File: config.mk
export PLATFORM = sky130hd
export DESIGN_NAME = sdram_cmd_tracker
export DESIGN_NICKNAME = d
export VERILOG_FILES = /design/src/rtl/sdram_trk_pkg.sv /design/src/rtl/sdram_trk_decode.sv /design/src/rtl/sdram_trk_banks.sv /design/src/rtl/sdram_trk_mrd.sv /design/src/rtl/sdram_trk_errlatch.sv /design/src/rtl/sdram_cmd_tracker.sv
export SDC_FILE = /design/constraint.sdc
export NUM_CORES = 1
export LEC_CHECK = 0
export ABC_AREA = 0
export ABC_CLOCK_PERIOD_IN_PS = 3600
export CELL_PAD_IN_SITES_DETAIL_PLACEMENT = 1
export CELL_PAD_IN_SITES_GLOBAL_PLACEMENT = 2
export CORE_ASPECT_RATIO = 0.8
export CORE_UTILIZATION = 35
export DETAILED_ROUTE_END_ITERATION = 7
export PLACE_DENSITY = 0.93
export SLEW_MARGIN = 20
export SYNTH_ARGS = -nofsm -noshare
export SYNTH_HDL_FRONTEND = slang
export SYNTH_SLANG_ARGS = --single-unit
File: constraint.sdc
create_clock -name clk -period 3.6 [get_ports clk]
set_input_delay 0.9 -clock clk [delete_from_list [all_inputs] [get_ports clk]]
set_output_delay 0.9 -clock clk [all_outputs]
set_load 0.02 [all_outputs]
File: src/rtl/sdram_trk_pkg.sv
package sdram_trk_pkg;

  typedef enum logic [2:0] {
    K_NOP, K_ACT, K_RD, K_WR, K_PRE, K_REF, K_LMR, K_DTD
  } kind_e;

  typedef enum logic [3:0] {
    C_NONE   = 4'd0,
    C_ACT    = 4'd1,
    C_READ   = 4'd2,
    C_WRITE  = 4'd3,
    C_PRE    = 4'd4,
    C_PREALL = 4'd5,
    C_AREF   = 4'd6,
    C_SREF   = 4'd7,
    C_MRS    = 4'd8,
    C_EMRS   = 4'd9,
    C_DTD    = 4'd10
  } cmd_e;

  typedef enum logic [2:0] {
    E_NONE      = 3'd0,
    E_ACT_OPEN  = 3'd1,
    E_BANK_IDLE = 3'd2,
    E_LMR_OPEN  = 3'd3,
    E_LMR_BA    = 3'd4,
    E_MRD       = 3'd5,
    E_REF_OPEN  = 3'd6,
    E_CKE       = 3'd7
  } err_e;

endpackage

File: src/rtl/sdram_trk_decode.sv
module sdram_trk_decode
  import sdram_trk_pkg::*;
(
  input  logic  cs_n,
  input  logic  ras_n,
  input  logic  cas_n,
  input  logic  we_n,
  output kind_e kind
);
  // The terminator-disable pattern is taken only with CS high; with CS low
  // the same strobe levels mean read.
  always_comb begin
    kind = K_NOP;
    if (cs_n) begin
      if (ras_n && !cas_n && we_n) kind = K_DTD;
    end else begin
      case ({ras_n, cas_n, we_n})
        3'b011:  kind = K_ACT;
        3'b101:  kind = K_RD;
        3'b100:  kind = K_WR;
        3'b010:  kind = K_PRE;
        3'b001:  kind = K_REF;
        3'b000:  kind = K_LMR;
        default: kind = K_NOP;
      endcase
    end
  end
endmodule

File: src/rtl/sdram_trk_banks.sv
module sdram_trk_banks #(
  parameter int NUM_BANKS = 4,
  parameter int ROW_W     = 12,
  localparam int BA_W     = $clog2(NUM_BANKS)
) (
  input  logic                       clk,
  input  logic                       rst_n,
  input  logic                       act_en,
  input  logic [BA_W-1:0]            act_bank,
  input  logic [ROW_W-1:0]           act_row,
  input  logic [NUM_BANKS-1:0]       close_mask,
  output logic [NUM_BANKS-1:0]       open_o,
  output logic [NUM_BANKS*ROW_W-1:0] rows_o
);
  for (genvar i = 0; i < NUM_BANKS; i++) begin : g_bank
    logic             open_q;
    logic [ROW_W-1:0] row_q;
    logic             hit;
    assign hit = act_en && (act_bank == BA_W'(i));

    always_ff @(posedge clk) begin
      if (!rst_n) begin
        open_q <= 1'b0;
        row_q  <= '0;
      end else if (hit) begin
        open_q <= 1'b1;
        row_q  <= act_row;
      end else if (close_mask[i]) begin
        open_q <= 1'b0;
      end
    end

    assign open_o[i]                  = open_q;
    assign rows_o[i*ROW_W +: ROW_W]   = row_q;
  end
endmodule

File: src/rtl/sdram_trk_mrd.sv
module sdram_trk_mrd #(
  parameter int MRD_CYC = 2,
  localparam int CW     = $clog2(MRD_CYC + 1)
) (
  input  logic clk,
  input  logic rst_n,
  input  logic load,
  output logic busy
);
  logic [CW-1:0] cnt_q;

  always_ff @(posedge clk) begin
    if (!rst_n)             cnt_q <= '0;
    else if (load)          cnt_q <= CW'(MRD_CYC - 1);
    else if (cnt_q != '0)   cnt_q <= cnt_q - 1'b1;
  end

  assign busy = (cnt_q != '0);

  // a mode load can never be accepted inside the quiet gap
  AST_MRD_NO_RELOAD: assert property (@(posedge clk) disable iff (!rst_n)
    busy |-> !load);
endmodule

File: src/rtl/sdram_trk_errlatch.sv
module sdram_trk_errlatch (
  input  logic       clk,
  input  logic       rst_n,
  input  logic       clr,
  input  logic [2:0] new_err,
  output logic       flag,
  output logic [2:0] code
);
  always_ff @(posedge clk) begin
    if (!rst_n) begin
      flag <= 1'b0;
      code <= '0;
    end else if (clr) begin
      flag <= (new_err != 3'd0);
      code <= new_err;
    end else if (!flag && new_err != 3'd0) begin
      flag <= 1'b1;
      code <= new_err;
    end
  end

  AST_ERR_STICKY: assert property (@(posedge clk) disable iff (!rst_n)
    (flag && !clr) |=> (flag && $stable(code)));
endmodule

File: src/rtl/sdram_cmd_tracker.sv
module sdram_cmd_tracker
  import sdram_trk_pkg::*;
#(
  parameter int NUM_BANKS = 4,
  parameter int ROW_W     = 12,
  parameter int MRD_CYC   = 2,
  localparam int BA_W     = $clog2(NUM_BANKS),
  localparam int COL_W    = 9,
  localparam int AP_BIT   = 8,
  localparam int COL_TOP  = 9
) (
  input  logic                 clk,
  input  logic                 rst_n,
  input  logic                 err_clr,
  input  logic                 cs_n,
  input  logic                 ras_n,
  input  logic                 cas_n,
  input  logic                 we_n,
  input  logic                 cke,
  input  logic [BA_W-1:0]      ba,
  input  logic [ROW_W-1:0]     addr,
  output logic                 cmd_valid,
  output logic [3:0]           cmd_code,
  output logic [BA_W-1:0]      cmd_bank,
  output logic [ROW_W-1:0]     cmd_row,
  output logic [COL_W-1:0]     cmd_col,
  output logic                 cmd_autopre,
  output logic [NUM_BANKS-1:0] bank_open,
  output logic [ROW_W-1:0]     mode_reg,
  output logic [ROW_W-1:0]     ext_mode_reg,
  output logic                 err_flag,
  output logic [2:0]           err_code
);
  kind_e                      kind;
  err_e                       new_err;
  cmd_e                       code_n;
  logic                       legal, mrd_busy, sel_open, any_open;
  logic                       act_en, rdwr, lmr_fire;
  logic [NUM_BANKS*ROW_W-1:0] rows_flat;
  logic [ROW_W-1:0]           sel_row;
  logic [NUM_BANKS-1:0]       close_mask;
  logic                       ap_pend;
  logic [BA_W-1:0]            ap_bank;

  sdram_trk_decode u_dec (
    .cs_n(cs_n), .ras_n(ras_n), .cas_n(cas_n), .we_n(we_n), .kind(kind)
  );

  assign sel_open = bank_open[ba];
  assign sel_row  = rows_flat[ba*ROW_W +: ROW_W];
  assign any_open = |bank_open;
  assign rdwr     = (kind == K_RD) || (kind == K_WR);

  // violation classification; timing gap first, then clock enable
  always_comb begin
    new_err = E_NONE;
    if (kind != K_NOP) begin
      if (mrd_busy)                     new_err = E_MRD;
      else if (!cke && kind != K_REF)   new_err = E_CKE;
      else begin
        case (kind)
          K_ACT:       if (sel_open)  new_err = E_ACT_OPEN;
          K_RD, K_WR:  if (!sel_open) new_err = E_BANK_IDLE;
          K_REF:       if (any_open)  new_err = E_REF_OPEN;
          K_LMR: begin
            if (any_open)                 new_err = E_LMR_OPEN;
            else if (ba > BA_W'(1))       new_err = E_LMR_BA;
          end
          default: ;
        endcase
      end
    end
  end

  assign legal    = (kind != K_NOP) && (new_err == E_NONE);
  assign act_en   = legal && (kind == K_ACT);
  assign lmr_fire = legal && (kind == K_LMR);

  always_comb begin
    case (kind)
      K_ACT:   code_n = C_ACT;
      K_RD:    code_n = C_READ;
      K_WR:    code_n = C_WRITE;
      K_PRE:   code_n = addr[AP_BIT] ? C_PREALL : C_PRE;
      K_REF:   code_n = cke ? C_AREF : C_SREF;
      K_LMR:   code_n = ba[0] ? C_EMRS : C_MRS;
      K_DTD:   code_n = C_DTD;
      default: code_n = C_NONE;
    endcase
  end

  // banks closed at this edge: explicit precharge plus a pending auto close
  always_comb begin
    close_mask = '0;
    if (legal && kind == K_PRE) begin
      if (addr[AP_BIT]) close_mask = '1;
      else              close_mask[ba] = 1'b1;
    end
    if (ap_pend) close_mask[ap_bank] = 1'b1;
  end

  sdram_trk_banks #(.NUM_BANKS(NUM_BANKS), .ROW_W(ROW_W)) u_banks (
    .clk(clk), .rst_n(rst_n), .act_en(act_en), .act_bank(ba),
    .act_row(addr), .close_mask(close_mask), .open_o(bank_open),
    .rows_o(rows_flat)
  );

  sdram_trk_mrd #(.MRD_CYC(MRD_CYC)) u_mrd (
    .clk(clk), .rst_n(rst_n), .load(lmr_fire), .busy(mrd_busy)
  );

  sdram_trk_errlatch u_err (
    .clk(clk), .rst_n(rst_n), .clr(err_clr), .new_err(new_err),
    .flag(err_flag), .code(err_code)
  );

  always_ff @(posedge clk) begin
    if (!rst_n) begin
      ap_pend <= 1'b0;
      ap_bank <= '0;
    end else begin
      ap_pend <= legal && rdwr && addr[AP_BIT];
      ap_bank <= ba;
    end
  end

  always_ff @(posedge clk) begin
    if (!rst_n) begin
      cmd_valid   <= 1'b0;
      cmd_code    <= C_NONE;
      cmd_bank    <= '0;
      cmd_row     <= '0;
      cmd_col     <= '0;
      cmd_autopre <= 1'b0;
    end else begin
      cmd_valid <= legal;
      if (legal) begin
        cmd_code    <= code_n;
        cmd_bank    <= ba;
        cmd_row     <= rdwr ? sel_row : addr;
        cmd_col     <= {addr[COL_TOP], addr[COL_W-2:0]};
        cmd_autopre <= rdwr && addr[AP_BIT];
      end
    end
  end

  always_ff @(posedge clk) begin
    if (!rst_n) begin
      mode_reg     <= '0;
      ext_mode_reg <= '0;
    end else if (lmr_fire) begin
      if (ba[0]) ext_mode_reg <= addr;
      else       mode_reg     <= addr;
    end
  end

  AST_IDLE_STABLE: assert property (@(posedge clk) disable iff (!rst_n)
    (kind == K_NOP && !ap_pend) |=> $stable(bank_open));
  AST_ACT_OPENS: assert property (@(posedge clk) disable iff (!rst_n)
    act_en |=> bank_open[$past(ba)]);
  AST_APRE_CLOSES: assert property (@(posedge clk) disable iff (!rst_n)
    ap_pend |=> !bank_open[$past(ap_bank)]);
  AST_LMR_IDLE: assert property (@(posedge clk) disable iff (!rst_n)
    (cmd_valid && (cmd_code == C_MRS || cmd_code == C_EMRS)) |-> (bank_open == '0));
  AST_ILLEGAL_QUIET: assert property (@(posedge clk) disable iff (!rst_n)
    (kind != K_NOP && new_err != E_NONE) |=> !cmd_valid);
endmodule

# Word level (Yosys, flattened, before mapping)
# Cells that the tools add are included.
# totals
reg_bits,114
input_bits,22
output_inout_bits,61
word_cells,127
# op_classes
addsub,1
mul,1
magnitude_cmp,5
n_eq_ne,16
n_shift,1
n_mux,40
bitwise,3
n_reduce_logical,38
# op_table
op,n
$shiftx 48x7->12,1
$mux 3,10
$pmux 4 s7,1
$mux 1,19
$eq 3x3->1 const B,6
$pmux 3 s6,1
$logic_and 1x1->1,17
$reduce_bool 2->1,7
$eq 3x2->1 const B,4
$mux 12,1
$mux 4,3
$pmux 3 s4,1
$eq 3x1->1 const B,2
$logic_not 3->1,2
$lt 2x3->1 const B,2
$reduce_bool 3->1,2
$demux 1 s2,2
$eq 2x2->1 const B,2
$ge 2x1->1 const B,2
$mul 2x2->4 const B,1
$or 4x4->4,1
$reduce_and 2->1,2
$reduce_or 2->1,2
$reduce_or 4->1,1
10 further kinds,13

# Logic depth before layout (Yosys ltp)
# depth
word_depth,19
ltp_mapped,8
mapped_depth_nobuf,6

# Modules after synthesis
# Synthesis repeated with hierarchy kept, for this count alone.
# unflattened
hier_cells,523
area_unflattened_um2,5248.8
# modules_own_cells
module,instances,cells_each,area_per_inst_um2,seq_area_each_um2
sdram_cmd_tracker,1,299,2942.8,1121.1
sdram_trk_banks,1,189,1925.6,1041.0
sdram_trk_errlatch,1,14,187.7,80.1
sdram_trk_mrd,1,11,125.1,40.0
sdram_trk_decode,1,10,67.6,0.0

# Least setup slack after synthesis
# No wires, ideal clock.
# synth_timing
path_kind,input to register
from,input port ba[1]
to,register cmd_row[0]
setup_time_ns,0.134
arrival_ns,2.437
required_time_ns,3.466
setup_slack_ns,1.029
stages,7
path_buffers,2
cell_sequence,mux2_2 -> or2_2 -> a311o_1 -> buf_2 -> nor2_1 -> buf_4 -> a211oi_1
# synth_between
elab_chain_cells,9
word_cells_on_any_way,16
cone_classes,1 x mul; 1 x order compare; 1 x shift; 11 x mux; 2 x reduce/logical
# synth_lines
item,line_no,source
from (decl),sdram_cmd_tracker.sv:20,"input logic [BA_W-1:0] ba,"
branches (longest 9 deep; another with $mul 2x2->4),--,
to (signal assigned),sdram_cmd_tracker.sv:140,cmd_row <= rdwr ? sel_row : addr;
to (decl),sdram_cmd_tracker.sv:25,"output logic [ROW_W-1:0] cmd_row,"
# Several ways; the timed one is not identified. The select of a mux whose other input is x is not followed.
# A chain may end at the register's enable or synchronous reset.

# Worst setup path in the final report
# layout_timing
from,input port cs_n
to,register mode_reg[4]
# layout_between
elab_chain_cells,11
word_cells_on_any_way,18
cone_classes,6 x eq/ne; 5 x mux; 7 x reduce/logical
# layout_lines
item,line_no,source
from (decl),sdram_cmd_tracker.sv:15,"input logic cs_n,"
$mux 3 *,sdram_trk_decode.sv:14,if (cs_n) begin
$eq 3x2->1,sdram_cmd_tracker.sv:61,case (kind)
$reduce_or 2->1,sdram_cmd_tracker.sv:61,
$pmux 3 s4,sdram_cmd_tracker.sv:61,
$mux 3,sdram_cmd_tracker.sv:59,else if (!cke && kind != K_REF) new_err = E_CKE;
$mux 3,sdram_cmd_tracker.sv:58,if (mrd_busy) new_err = E_MRD;
$mux 3,sdram_cmd_tracker.sv:57,if (kind != K_NOP) begin
$logic_not 3->1,sdram_cmd_tracker.sv:75,assign legal = (kind != K_NOP) && (new_err == E_NONE);
$logic_and 1x1->1,sdram_cmd_tracker.sv:75,
$logic_and 1x1->1 *,sdram_cmd_tracker.sv:77,assign lmr_fire = legal && (kind == K_LMR);
$reduce_and 2->1 (no source line) *,--,
to (signal assigned),sdram_cmd_tracker.sv:153,else mode_reg <= addr;
to (decl),sdram_cmd_tracker.sv:29,"output logic [ROW_W-1:0] mode_reg,"
# Every way passes the cells marked *; elsewhere a longest branch is shown, timed or not.

==> results.sh <==
export IMPL_gp_routability_congestion=0.846
export IMPL_cts_repair_timing_setup_buffer_count=0
export IMPL_synth_area_leader_cell="dfxtp_1"
export IMPL_cts_buffer_depth=2
export IMPL_rsz0062_at_grt="no"
export IMPL_synth_top_cells_by_area="dfxtp_1, a21oi_1, mux2i_1, nand3_1, o21ai_0"
export IMPL_synthesis_nets=614
export IMPL_post_route_cell_area_sq_um=6970
export IMPL_placeable_area_sq_um=14500
export IMPL_path_clk_slew_ns=0.05
export IMPL_leakagePower_nw=2.54
export IMPL_final_max_slew_viol_count=0
export IMPL_start_util_pct=36.4
export IMPL_worst_path_dominant_cell_family="simple AND/OR/NAND/NOR gates"
export IMPL_postLayoutSetupSlackWorst_ns=0.394
export IMPL_vdd_ir_drop_worst_v=0.000278
export IMPL_placement_rows=39
export IMPL_p_per_area_nw_per_um2=575
export IMPL_multi_input_area_sq_um=2680
export IMPL_numCtsBuffers=17
export IMPL_viasPerCell=5.82
export IMPL_routed_wirelength_um=17700
export IMPL_pre_cts_ws_ns=0.00534
export IMPL_max_slew_headroom_pct=49.7
export IMPL_max_flop_register="u_banks.g_bank.row_q"
export IMPL_timing_final_crit_period_ns=3.21
export IMPL_drive_above_1_share_pct=13.4
export IMPL_net_switching_power_mw=1.06
export IMPL_share_of_the_clock_period_used_by_the_worst_path_after_layout_pct=89.1
export IMPL_worst_path_buf_inv=1
export IMPL_sequential_share_of_power_pct=33.4
export IMPL_timing_critical_path_cells="clkdlybuf4s50_1 -> nor4b_4 -> o21ai_1 -> a311oi_4 -> nand4b_2 -> mux2i_1"
export IMPL_worst_setup_path_end_kind="flip-flop"
export IMPL_antenna_found_initial=0
export IMPL_ys_seq_elements=114
export IMPL_status="finished with violations"
export IMPL_max_cap_viol_count=0
export IMPL_clock_sinks=114
export IMPL_power_total_mw=4.01
export IMPL_detail_route_drc_violations=10
export IMPL_num_antenna_cells=0
export IMPL_worst_path_max_delay_cell="clkdlybuf4s50_1"
export IMPL_die_area_sq_um=15600
export IMPL_synth_yosys_seq_area_share_pct=43.3
export IMPL_cpPeakStageDelay_ns=0.64
export IMPL_largest_net_degree_at_the_start_of_global_routing=54
export IMPL_finalClockSkew_ns=0.0100
export IMPL_synthDominantCellAreaShare_pct=43.3
export IMPL_floorplan_die_width_um=139
export IMPL_antenna_violating_nets_post_route=0
export IMPL_synth_edf_count=0
export IMPL_postSynth_topFlopCell="dfxtp_1"
export IMPL_globalRouteOverflowTotal=0
export IMPL_violations="design-rule violations"
export IMPL_wire_length_of_the_first_global_routing_pass_um=28500
export IMPL_instances_no_fill=857
export IMPL_grt_usage_pct=23.7
export IMPL_critical_path_startpoint_type="input pin"
export IMPL_layout_area_overhead_vs_synth_pct=32.2
export IMPL_tritoncts_clock_tree="done"
export IMPL_clockRootBuffer="clkbuf_16"
export IMPL_worst_skew_pair_late_latency_ns=0.42
export IMPL_p_int_mw=2.95
export IMPL_min_path_type="reg2reg"
export IMPL_synth_cell_area_sq_um=5270
export IMPL_drt_pass1_iterations=7
export IMPL_setup_viol_count_final=0
export IMPL_largest_register_ff_count=48
export IMPL_fmaxAchievable_mhz=312
export IMPL_clock_power_share_pct=49.3
export IMPL_dpl_hpwl_um=12200
export IMPL_timing_critical_path_required_ns=3.92
export IMPL_postSynthAreaPerCell_sq_um=8.92
export IMPL_yosys_warnings=0
export IMPL_num_io_pins=83
export IMPL_postSynth_asyncResetShare_pct=0
export IMPL_fillCellCount=1624
export IMPL_crit_arrival_ns=3.53
export IMPL_dr_first_iter_drc_count=350
export IMPL_die_h_um=112
export IMPL_finalHoldViolations=0
export IMPL_drt_wirelength_per_cell_um=20.7
export IMPL_cts_htree_levels=4
export IMPL_critPathMaxFanout=13
export IMPL_port_buffer_count=82
export IMPL_placement_cell_area_sq_um=6280
export IMPL_post_synth_top_count_cell="dfxtp_1"
export IMPL_nNetsFinal=683
export IMPL_setup_total_negative_slack_ns=0
export IMPL_netlist_top_cells_count="dfxtp_1, a21oi_1, nand3_1"
export IMPL_instance_count_after_placement_with_tap_cells_included=825
export IMPL_worst_setup_path_type="in2reg"
export IMPL_post_cts_resized=0
export IMPL_final_seq_area_sq_um=2280
export IMPL_power_share_combinational_pct=17.3
export IMPL_holdBufCountCts=0
export IMPL_synth_cell_type_count=56
export IMPL_dr_total_vias=4991
export IMPL_tightestPinTransition_ns=0.747
export IMPL_p_sw_share_pct=26.5
export IMPL_post_syn_instances=591
export IMPL_first_global_vias=5249
## worst paths after layout
kind                            startpoint         endpoint  slack (ns)  cells past startpoint
setup / recovery                      cs_n      mode_reg[4]        0.39                      6
hold / removal             ext_mode_reg[8]  ext_mode_reg[8]        0.47                      2
setup reg to reg  u_banks.g_bank[2].open_q      mode_reg[4]        1.03                      5
hold reg to reg            ext_mode_reg[8]  ext_mode_reg[8]        0.47                      2
## area by class of cell
type | instances | share of cell area [%]
well taps | 184 | 3.30
clock inverters | 11 | 3.30
clock buffers | 21 | 6.61
repair buffers | 111 | 15.3
multi-input cells | 411 | 38.5
inverters | 5 | 0.269
flip-flops and latches | 114 | 32.7
## stage by stage
| step | utilization, % | hold slack, ns |
|---|---|---|
| floorplan | - | 0.446 |
| global placement | 43.3 | 0.448 |
| detailed placement | 43.3 | 0.459 |
| CTS | 48.1 | 0.471 |
| global route | 48.1 | 0.483 |
| finish | 48.1 | 0.467 |
## metal layers
layer / GRT usage [%] / part of all wire, % / vias to the layer above
met5: 0 / 0 / -
met4: 8.67 / 1.9 / 0
met3: 5.63 / 5.2 / 31
met2: 39.4 / 49 / 163
met1: 29.9 / 44 / 2505
li1: - / - / 2292
## logic make-up (layout without fill, tap and decap cells)
group	after synthesis	after routing	share of synthesized area, %
AOI/OAI and AO/OA	198	198	22.4
and+or+nand+nor	160	160	15.5
DFF	114	114	43.3
buffers and inverters	66	148	5.82
muxes	50	50	12.4
xor gates and xnor gates	2	2	0.332
adders and majority gates	1	1	0.237
## cell usage in the layout (no fill, tap or decap), drive strengths merged, types with 4 or more instances in the layout
cell type        n
a211oi          12
a21boi           4
a21oi           84
and2             6
buf             29
bufinv           7
clkbuf          21
clkdlybuf4s50   82
clkinv           4
dfxtp          114
inv              5
mux2i           37
mux4            12
nand2           50
nand3           66
nor2            10
nor2b            5
nor3             4
o21ai           70
o221ai           5
## worst min-delay path: stages, from the launching register on
cell and delay [ns]:
dfxtp_1 0.31, nand2_1 0.05, mux2i_1 0.06
## power by group through the flow
stage / Clock, mW / Sequential (mW) / Combinational, mW
floorplan: 0 / 1.40 / 0.397
global placement: 0 / 1.36 / 0.660
detailed placement: 0 / 1.36 / 0.685
CTS: 1.99 / 1.34 / 0.690
global route: 2.05 / 1.34 / 0.743
finish: 1.97 / 1.34 / 0.693
Power figures use the tool's default switching activity.
